File: config.mk
export PLATFORM = sky130hd
export DESIGN_NAME = an_page_status
export DESIGN_NICKNAME = d
export VERILOG_FILES = /design/src/rtl/an_pkg.sv /design/src/rtl/an_cw_matcher.sv /design/src/rtl/an_pd_detect.sv /design/src/rtl/an_stat_regs.sv /design/src/rtl/an_page_status.sv
export SDC_FILE = /design/constraint.sdc
export NUM_CORES = 1
export LEC_CHECK = 0
export ABC_AREA = 0
export BUFFER_PORTS_ARGS = -buffer_cell sky130_fd_sc_hd__buf_2
export CORE_ASPECT_RATIO = 1.75
export CORE_MARGIN = 2
export CORE_UTILIZATION = 50
export CTS_BUF_LIST = sky130_fd_sc_hd__clkbuf_4
export DETAILED_ROUTE_END_ITERATION = 10
export PLACE_DENSITY = 0.85
export RECOVER_POWER = 25
export SYNTH_ARGS = -nofsm -noshare
export SYNTH_HDL_FRONTEND = slang
export SYNTH_SLANG_ARGS = --single-unit
File: constraint.sdc
create_clock -name clk -period 1.9 [get_ports clk]
set_clock_uncertainty 0.05 [all_clocks]
set_input_delay 0.095 -clock clk [delete_from_list [all_inputs] [get_ports clk]]
set_output_delay 0.095 -clock clk [all_outputs]
set_load 0.03 [all_outputs]
File: src/rtl/an_pkg.sv
package an_pkg;

    localparam int unsigned CW_W       = 16;
    localparam int unsigned REG_ADDR_W = 5;
    localparam int unsigned NP_POS     = 15;

    localparam logic [REG_ADDR_W-1:0] ADDR_PARTNER = 5'd5;
    localparam logic [REG_ADDR_W-1:0] ADDR_EXP     = 5'd6;

    // Field order matters: fault lands on bit 4, lpana on bit 0.
    typedef struct packed {
        logic fault;
        logic lp_np;
        logic loc_np;
        logic prcvd;
        logic lpana;
    } exp_stat_t;

    localparam int unsigned STAT_W = $bits(exp_stat_t);

    function automatic logic [CW_W-1:0] pack_exp(input exp_stat_t s);
        return {{(CW_W-STAT_W){1'b0}}, s};
    endfunction

    function automatic logic is_clear_read(input logic en,
                                           input logic [REG_ADDR_W-1:0] a);
        return en && (a == ADDR_EXP);
    endfunction

endpackage

File: src/rtl/an_cw_matcher.sv
module an_cw_matcher
    import an_pkg::*;
#(
    parameter int unsigned MATCH_CNT = 3
) (
    input  logic            clk,
    input  logic            rst,
    input  logic            cw_valid,
    input  logic [CW_W-1:0] cw_word,
    output logic            page_evt,
    output logic [CW_W-1:0] page_word
);
    localparam int unsigned CNT_W = $clog2(MATCH_CNT + 1);
    localparam logic [CNT_W-1:0] CNT_TOP = CNT_W'(MATCH_CNT);

    logic [CW_W-1:0]  last_q;
    logic [CNT_W-1:0] cnt_q, cnt_d;
    logic             acc_q, acc_d;
    logic             same;

    always_comb begin
        same = (cnt_q != '0) && (cw_word == last_q);
        if (same)
            cnt_d = (cnt_q == CNT_TOP) ? cnt_q : cnt_q + CNT_W'(1);
        else
            cnt_d = CNT_W'(1);
        page_evt  = cw_valid && (cnt_d == CNT_TOP) && !(same && acc_q);
        acc_d     = same ? (acc_q | page_evt) : page_evt;
        page_word = cw_word;
    end

    always_ff @(posedge clk) begin
        if (rst) begin
            last_q <= '0;
            cnt_q  <= '0;
            acc_q  <= 1'b0;
        end else if (cw_valid) begin
            last_q <= cw_word;
            cnt_q  <= cnt_d;
            acc_q  <= acc_d;
        end
    end

endmodule

File: src/rtl/an_pd_detect.sv
module an_pd_detect #(
    parameter int unsigned NUM_TECH = 3
) (
    input  logic [NUM_TECH-1:0] link_ready,
    input  logic                timer_exp,
    output logic                fault_evt
);
    localparam int unsigned TALLY_W = $clog2(NUM_TECH + 1);

    logic [TALLY_W-1:0] tally;

    always_comb begin
        tally = '0;
        for (int i = 0; i < NUM_TECH; i++)
            tally = tally + TALLY_W'(link_ready[i]);
        fault_evt = timer_exp && (tally != TALLY_W'(1));
    end

endmodule

File: src/rtl/an_stat_regs.sv
module an_stat_regs
    import an_pkg::*;
(
    input  logic                  clk,
    input  logic                  rst,
    input  logic                  page_evt,
    input  logic [CW_W-1:0]       page_word,
    input  logic                  fault_evt,
    input  logic                  np_local,
    input  logic                  rd_en,
    input  logic [REG_ADDR_W-1:0] rd_addr,
    output exp_stat_t             stat,
    output logic [CW_W-1:0]       rd_data
);
    logic [CW_W-1:0] partner_q;
    logic            prcvd_q, fault_q, lpana_q;
    logic            clr;

    assign clr = is_clear_read(rd_en, rd_addr);

    always_ff @(posedge clk) begin
        if (rst) begin
            partner_q <= '0;
            prcvd_q   <= 1'b0;
            fault_q   <= 1'b0;
            lpana_q   <= 1'b0;
        end else begin
            // set has priority over the clear of the same edge
            prcvd_q <= page_evt  | (prcvd_q & ~clr);
            fault_q <= fault_evt | (fault_q & ~clr);
            lpana_q <= lpana_q | page_evt;
            if (page_evt)
                partner_q <= page_word;
        end
    end

    always_comb begin
        stat.fault  = fault_q;
        stat.lp_np  = partner_q[NP_POS];
        stat.loc_np = np_local;
        stat.prcvd  = prcvd_q;
        stat.lpana  = lpana_q;
        case (rd_addr)
            ADDR_PARTNER: rd_data = partner_q;
            ADDR_EXP:     rd_data = pack_exp(stat);
            default:      rd_data = '0;
        endcase
    end

endmodule

File: src/rtl/an_page_status.sv
module an_page_status
    import an_pkg::*;
#(
    parameter int unsigned MATCH_CNT = 3,
    parameter int unsigned NUM_TECH  = 3
) (
    input  logic                  clk,
    input  logic                  rst,
    input  logic                  cw_valid,
    input  logic [CW_W-1:0]       cw_word,
    input  logic [NUM_TECH-1:0]   link_ready,
    input  logic                  timer_exp,
    input  logic                  np_local,
    input  logic                  rd_en,
    input  logic [REG_ADDR_W-1:0] rd_addr,
    output logic [CW_W-1:0]       rd_data
);
    logic            page_evt;
    logic [CW_W-1:0] page_word;
    logic            fault_evt;
    exp_stat_t       stat;

    an_cw_matcher #(.MATCH_CNT(MATCH_CNT)) u_match (
        .clk       (clk),
        .rst       (rst),
        .cw_valid  (cw_valid),
        .cw_word   (cw_word),
        .page_evt  (page_evt),
        .page_word (page_word)
    );

    an_pd_detect #(.NUM_TECH(NUM_TECH)) u_pd (
        .link_ready (link_ready),
        .timer_exp  (timer_exp),
        .fault_evt  (fault_evt)
    );

    an_stat_regs u_regs (
        .clk       (clk),
        .rst       (rst),
        .page_evt  (page_evt),
        .page_word (page_word),
        .fault_evt (fault_evt),
        .np_local  (np_local),
        .rd_en     (rd_en),
        .rd_addr   (rd_addr),
        .stat      (stat),
        .rd_data   (rd_data)
    );

endmodule

* Word-level counts from Yosys, hierarchy flattened *
Index checks and enable logic that the tools add are counted.

word-level totals
  register bits = 38
  input bits = 30
  output and inout port bits = 16
  logic and storage cells = 35

operators by class
  add/sub/neg operators = 3
  eq/ne operators = 6
  muxes and demuxes = 4
  bitwise operators = 7
  reductions and logical operators = 8

operators with widths
  kind                 count
  $pmux 16 s2          1
  $eq 16x16->1         1
  $eq 5x3->1 const B   2
  $logic_and 1x1->1    6
  $eq 2x2->1 const B   2
  $mux 2               2
  $or 1x1->1           4
  $add 1x1->2          1
  $add 2x1->2          1
  $add 2x1->2 const B  1
  $and 1x1->1          2
  $ne 2x1->1 const B   1
  $reduce_bool 2->1    1
  $logic_not 1->1      1
  $mux 1               1
  $not 1->1            1

* Logic depth before layout (Yosys ltp) *
  depth in word-level cells = 8
  gate-level depth with buffers = 7

* By module *
Synthesis repeated with hierarchy kept, for this count alone.

second synthesis, totals
  cell total of the unflattened synthesis = 223
  area total of the unflattened synthesis = 2040.7 µm²

by module, submodules not included
  module         times used  cells an instance  area each (µm²)  seq. area each (µm²)
  an_cw_matcher  1           107                1007.2           380.4
  an_stat_regs   1           113                1002.2           380.4
  an_pd_detect   1           3                  31.3             0.0

* Least setup slack after synthesis *
Ideal clock, no wire load.

  path kind = flip-flop to flip-flop
  start = register u_match.last_q[12]
  end = register u_regs.partner_q[10]
  library setup time = 132 ps
  arrival time = 1408 ps
  required time = 1718 ps
  slack = 310 ps
  cell stages (with the launch flop) = 7
  buffers on the path = 1
  period minus slack after synthesis = 1590 ps
  cell sequence = dfxtp_1 xor2_1 nor4_2 nand3_2 buf_6 o31ai_1 a21oi_1

between the ends
  word-level cells in the longest chain between the ends = 6
  elaborated cells on any way between the ends = 8
  those cells by class = eq/ne (2); mux (1); reduce/logical (5)

ends and longest elaborated chain
  what                      line                 RTL
  start: declaration        an_cw_matcher.sv:16  logic [CW_W-1:0] last_q;
  start signal: assignment  an_cw_matcher.sv:38  last_q <= cw_word;
  $eq 16x16->1 (*)          an_cw_matcher.sv:22  same = (cnt_q != '0) && (cw_word == last_q);
  $logic_and 1x1->1 (*)     an_cw_matcher.sv:22
  $mux 2                    an_cw_matcher.sv:23  if (same)
  $eq 2x2->1                an_cw_matcher.sv:27  page_evt = cw_valid && (cnt_d == CNT_TOP) && !(same && acc_q);
  $logic_and 1x1->1         an_cw_matcher.sv:27
  $logic_and 1x1->1 (*)     an_cw_matcher.sv:27
  end signal: assignment    an_stat_regs.sv:33   partner_q <= page_word;
  end: declaration          an_stat_regs.sv:15   logic [CW_W-1:0] partner_q;

Every way passes the cells marked *; elsewhere a longest branch is shown, timed or not.
A chain may end at the register's enable or synchronous reset.

* Final worst setup path *
  start = input port cw_word[10]
  end = register u_regs.partner_q[11]

between the ends
  word-level cells in the longest chain between the ends = 6
  elaborated cells on any way between the ends = 8
  those cells by class = eq/ne (2); mux (1); reduce/logical (5)

ends and longest elaborated chain
  what                   line                  RTL
  start: declaration     an_page_status.sv:10  input logic [CW_W-1:0] cw_word,
  $eq 16x16->1 (*)       an_cw_matcher.sv:22
  $logic_and 1x1->1 (*)  an_cw_matcher.sv:22
  $mux 2                 an_cw_matcher.sv:23
  $eq 2x2->1             an_cw_matcher.sv:27
  $logic_and 1x1->1      an_cw_matcher.sv:27
  $logic_and 1x1->1 (*)  an_cw_matcher.sv:27

Marks and branches as above.

==> run_summary.xml <==
<?xml version="1.0" encoding="UTF-8"?>
<metrics>
  <group name="synth">
    <metric name="post_synth_num_cell_types" unit="">35</metric>
    <metric name="primary_flip_flop_cell_chosen_by_synthesis_mapping" unit="">sky130_fd_sc_hd__dfxtp_1</metric>
    <metric name="synthesized_area" unit="mm^2">0.00188</metric>
    <metric name="yosysWarnings" unit="">0</metric>
    <metric name="synth_sequential_area_ratio" unit="">0.405</metric>
    <metric name="syn-mean-instance-area" unit="um^2">9.39</metric>
    <metric name="synth-edff-count" unit="">0</metric>
    <metric name="synthArstFlopShare" unit="">0</metric>
    <metric name="area_leader_netlist" unit="">sky130_fd_sc_hd__dfxtp_1</metric>
    <metric name="synthesis.instances" unit="">200</metric>
    <metric name="synth_nets" unit="">231</metric>
    <metric name="yosys_register_bits" unit="">38</metric>
    <metric name="synth.area.top_cells" unit="">sky130_fd_sc_hd__dfxtp_1, sky130_fd_sc_hd__mux2i_1, sky130_fd_sc_hd__o31ai_1</metric>
    <metric name="yosysTopAreaCellShare" unit="">0.405</metric>
  </group>
  <group name="clock_network">
    <metric name="post-cts-setup-buffer-count" unit="">0</metric>
    <metric name="worst_skew_pair.late_latency" unit="ns">0.33</metric>
    <metric name="count_of_clock_tree_sinks" unit="">38</metric>
    <metric name="cts_max_level" unit="">2</metric>
    <metric name="cts_buf_count" unit="">5</metric>
    <metric name="cts_tree" unit="">built</metric>
    <metric name="clk_path_buf_depth" unit="">2</metric>
    <metric name="cts_root_buffer" unit="">sky130_fd_sc_hd__clkbuf_4</metric>
    <metric name="cts.reportedPaths.clkPinSlew" unit="ns">0.11</metric>
  </group>
  <group name="drt">
    <metric name="detail_routed_via_count_per_cell" unit="">5.60</metric>
    <metric name="dr.first_iter.drc_count" unit="">46</metric>
    <metric name="routed_wl" unit="um">4290</metric>
    <metric name="number_of_optimization_iterations_in_the_first_detailed_route_pass" unit="">4</metric>
    <metric name="detail_route.wl_per_cell" unit="um">14.5</metric>
    <metric name="count_of_nets_left_with_antenna_violations_after_detail_routing" unit="">0</metric>
    <metric name="drc" unit="">0</metric>
    <metric name="via_count" unit="">1657</metric>
  </group>
  <group name="floorplan">
    <metric name="num_rows" unit="">29</metric>
    <metric name="core" unit="mm^2">0.00363</metric>
    <metric name="die_area" unit="mm^2">0.00428</metric>
    <metric name="ioPinCount" unit="">46</metric>
    <metric name="initial_core_util" unit="">0.518</metric>
    <metric name="die_h" unit="um">85.1</metric>
    <metric name="die-width" unit="um">50.3</metric>
  </group>
  <group name="setup_path">
    <metric name="cp-end-kind" unit="">flip-flop</metric>
    <metric name="worstSetupStartpointType" unit="">input port</metric>
    <metric name="worst_path_max_delay_cell" unit="">sky130_fd_sc_hd__dlygate4sd3_1</metric>
    <metric name="cp.required" unit="ns">2.11</metric>
    <metric name="worst-setup-path-type" unit="">input port to flip-flop</metric>
    <metric name="critPathArrivalTime" unit="ns">1.98</metric>
    <metric name="crit_path_cell_trace" unit="">dlygate4sd3_1 -&gt; buf_2 -&gt; xor2_1 -&gt; nor4_2 -&gt; and3_1 -&gt; buf_4 -&gt; nand4_1 -&gt; a21oi_1</metric>
    <metric name="crit_fanout" unit="">9</metric>
    <metric name="critical-path-top-delay-family" unit="">buffers and inverters</metric>
    <metric name="critPathMaxStageDelay" unit="ns">0.53</metric>
    <metric name="cp.buffers_inverters" unit="">3</metric>
  </group>
  <group name="sta">
    <metric name="final_critical_path_setup_slack" unit="ns">0.131</metric>
    <metric name="hold_ws" unit="ns">-0.00186</metric>
    <metric name="rsz_0062_raised_after_global_routing" unit="">false</metric>
    <metric name="min_period" unit="ns">1.77</metric>
    <metric name="timing_worst_slew_pin_value" unit="ns">0.361</metric>
    <metric name="tns" unit="ns">0</metric>
    <metric name="finalHoldViolations" unit="">1</metric>
    <metric name="finalSetupViolCount" unit="">0</metric>
    <metric name="worst_slew_slack_as_a_fraction_of_its_limit" unit="">0.760</metric>
    <metric name="max_clock_freq" unit="MHz">565</metric>
    <metric name="final_cycle_share" unit="">0.931</metric>
    <metric name="report.final.slew_viol_count" unit="">0</metric>
  </group>
  <group name="placement">
    <metric name="io_buffer_count" unit="">45</metric>
    <metric name="place.gp.congestion" unit="">0.844</metric>
    <metric name="pre_cts_ws" unit="ns">0.214</metric>
    <metric name="placed_area" unit="mm^2">0.00214</metric>
    <metric name="place_hpwl" unit="um">3200</metric>
    <metric name="placedCellCount" unit="">285</metric>
  </group>
  <group name="global_routing">
    <metric name="grt_first_pass_wirelength" unit="um">7180</metric>
    <metric name="globalRouteOverflowTotal" unit="">0</metric>
    <metric name="grtUsageTotal" unit="">0.219</metric>
    <metric name="first_global_vias" unit="">1591</metric>
    <metric name="largest_net_degree_at_the_start_of_global_routing" unit="">21</metric>
    <metric name="antenna_violations_before_repair" unit="">0</metric>
  </group>
  <group name="power_and_ir_drop">
    <metric name="max-vdd-ir-drop" unit="uV">721</metric>
    <metric name="total_power" unit="mW">1.42</metric>
    <metric name="static-leakage-power" unit="nW">0.955</metric>
    <metric name="powerDensity" unit="mW/mm^2">639</metric>
  </group>
  <group name="layout">
    <metric name="drive_above_1_share" unit="">0.288</metric>
    <metric name="antennaDiodeCount" unit="">0</metric>
    <metric name="layout-area-overhead-vs-synth" unit="%">18.8</metric>
    <metric name="final_net_count" unit="">281</metric>
    <metric name="final_core_utilization" unit="">0.615</metric>
    <metric name="fin_area" unit="mm^2">0.00223</metric>
    <metric name="fillers" unit="">315</metric>
    <metric name="instances_no_fill" unit="">296</metric>
  </group>
  <group name="job">
    <metric name="max_cap_violations" unit="">0</metric>
  </group>
  <group name="status">
    <metric name="run_status" unit="">complete, but fails checks</metric>
    <metric name="failed_checks" unit="">hold timing</metric>
  </group>
  <group name="hold_path">
    <metric name="timing.hold.worst.class" unit="">input port to flip-flop</metric>
  </group>
</metrics>
==> cell families after synthesis <==
logic type / Yosys count / share of synthesized area
xor gates and xnor gates: 16 / 0.0746
buffers and inverters: 19 / 0.0580
DFF: 38 / 0.405
AOI/OAI and AO/OA: 48 / 0.177
and+or+nand+nor: 62 / 0.189
adders and majority gates: 1 / 0.0107
muxes: 16 / 0.0853
==> cell usage after synthesis (2+ instances only) <==
cell,instances
sky130_fd_sc_hd__inv_1,3
sky130_fd_sc_hd__a22o_1,5
sky130_fd_sc_hd__a21oi_1,20
sky130_fd_sc_hd__mux2i_1,16
sky130_fd_sc_hd__nand2_1,2
sky130_fd_sc_hd__dfxtp_1,38
sky130_fd_sc_hd__a21bo_2,2
sky130_fd_sc_hd__xnor2_1,5
sky130_fd_sc_hd__buf_2,5
sky130_fd_sc_hd__clkbuf_1,7
sky130_fd_sc_hd__nand4_1,17
sky130_fd_sc_hd__o31ai_1,16
sky130_fd_sc_hd__nor3b_1,3
sky130_fd_sc_hd__xor2_1,11
sky130_fd_sc_hd__buf_6,2
sky130_fd_sc_hd__nor2_1,18
sky130_fd_sc_hd__nor4_2,2
sky130_fd_sc_hd__and2_1,11
==> power by group <==
| group | internal, mW | switching, mW |
|---|---|---|
| combinational | 0.0854 | 0.103 |
| clock | 0.168 | 0.233 |
| sequential | 0.820 | 0.0153 |
| total | 1.07 | 0.351 |
==> path summary, 6_finish.rpt <==
path              depth (start not counted)                   end                from  slack, ns
hold / removal                            3     u_match.last_q[1]          cw_word[1]     -0.002
setup / recovery                          8  u_regs.partner_q[11]         cw_word[10]       0.13
hold reg to reg                           2        u_regs.lpana_q      u_regs.lpana_q       0.41
setup reg to reg                          6  u_regs.partner_q[11]  u_match.last_q[12]       0.21
==> cell type report <==
| type | instances | area (um^2) | share of cell area |
|---|---|---|---|
| clock buffer | 7 | 52.6 | 0.0236 |
| inverter | 3 | 11.3 | 0.00505 |
| tap | 46 | 57.6 | 0.0258 |
| timing repair buffer | 59 | 340 | 0.153 |
| multi-input combinational | 143 | 1010 | 0.452 |
| sequential | 38 | 761 | 0.341 |
==> worst reg2reg max path, cell delays in order, from the launching register on <==
cell,delay [ns]
sky130_fd_sc_hd__dfxtp_1,0.34
sky130_fd_sc_hd__xor2_1,0.18
sky130_fd_sc_hd__nor4_2,0.34
sky130_fd_sc_hd__and3_1,0.22
sky130_fd_sc_hd__buf_4,0.16
sky130_fd_sc_hd__nand4_1,0.16
sky130_fd_sc_hd__a21oi_1,0.18
==> registers in the layout, summed over array words and instances (netlist names) <==
signal            flops
u_regs.fault_q        1
u_regs.lpana_q        1
u_match.acc_q         1
u_regs.prcvd_q        1
u_regs.partner_q     16
u_match.cnt_q         2
u_match.last_q       16
==> cells in the final DEF, fill, tap and decap left out, drive strengths merged <==
cell	count
buf	55
dfxtp	38
a21oi	20
nor2	19
nand4	17
mux2i	16
o31ai	16
and2	11
xor2	11
clkbuf	7
a22o	5
xnor2	5
dlygate4sd3	4
nor3b	3
inv	3
nand2	2
or2	2
nor4	2
a21bo	2
nand3	2
o211ai	1
nor3	1
nor2b	1
and3	1
a41oi	1
o41ai	1
nand2b	1
o21ai	1
o221a	1
fa	1
==> layer usage <==
| layer | GRT usage | vias up | wire length [um] |
|---|---|---|---|
| li1 | - | 824 | - |
| met4 | 0.115 | 0 | 189 |
| met2 | 0.388 | 60 | 2260 |
| met3 | 0.0335 | 15 | 172 |
| met5 | 0 | - | 0 |
| met1 | 0.245 | 758 | 1670 |
==> timing repair <==
action | 4_1_cts | 5_1_grt
endpoints found under the setup margin | 0 | 1
endpoints found under the hold margin | 5 | 0
hold buffers | 4 | 0
resized for setup | 0 | 1
No activity file was read; power rests on OpenSTA's default activity.
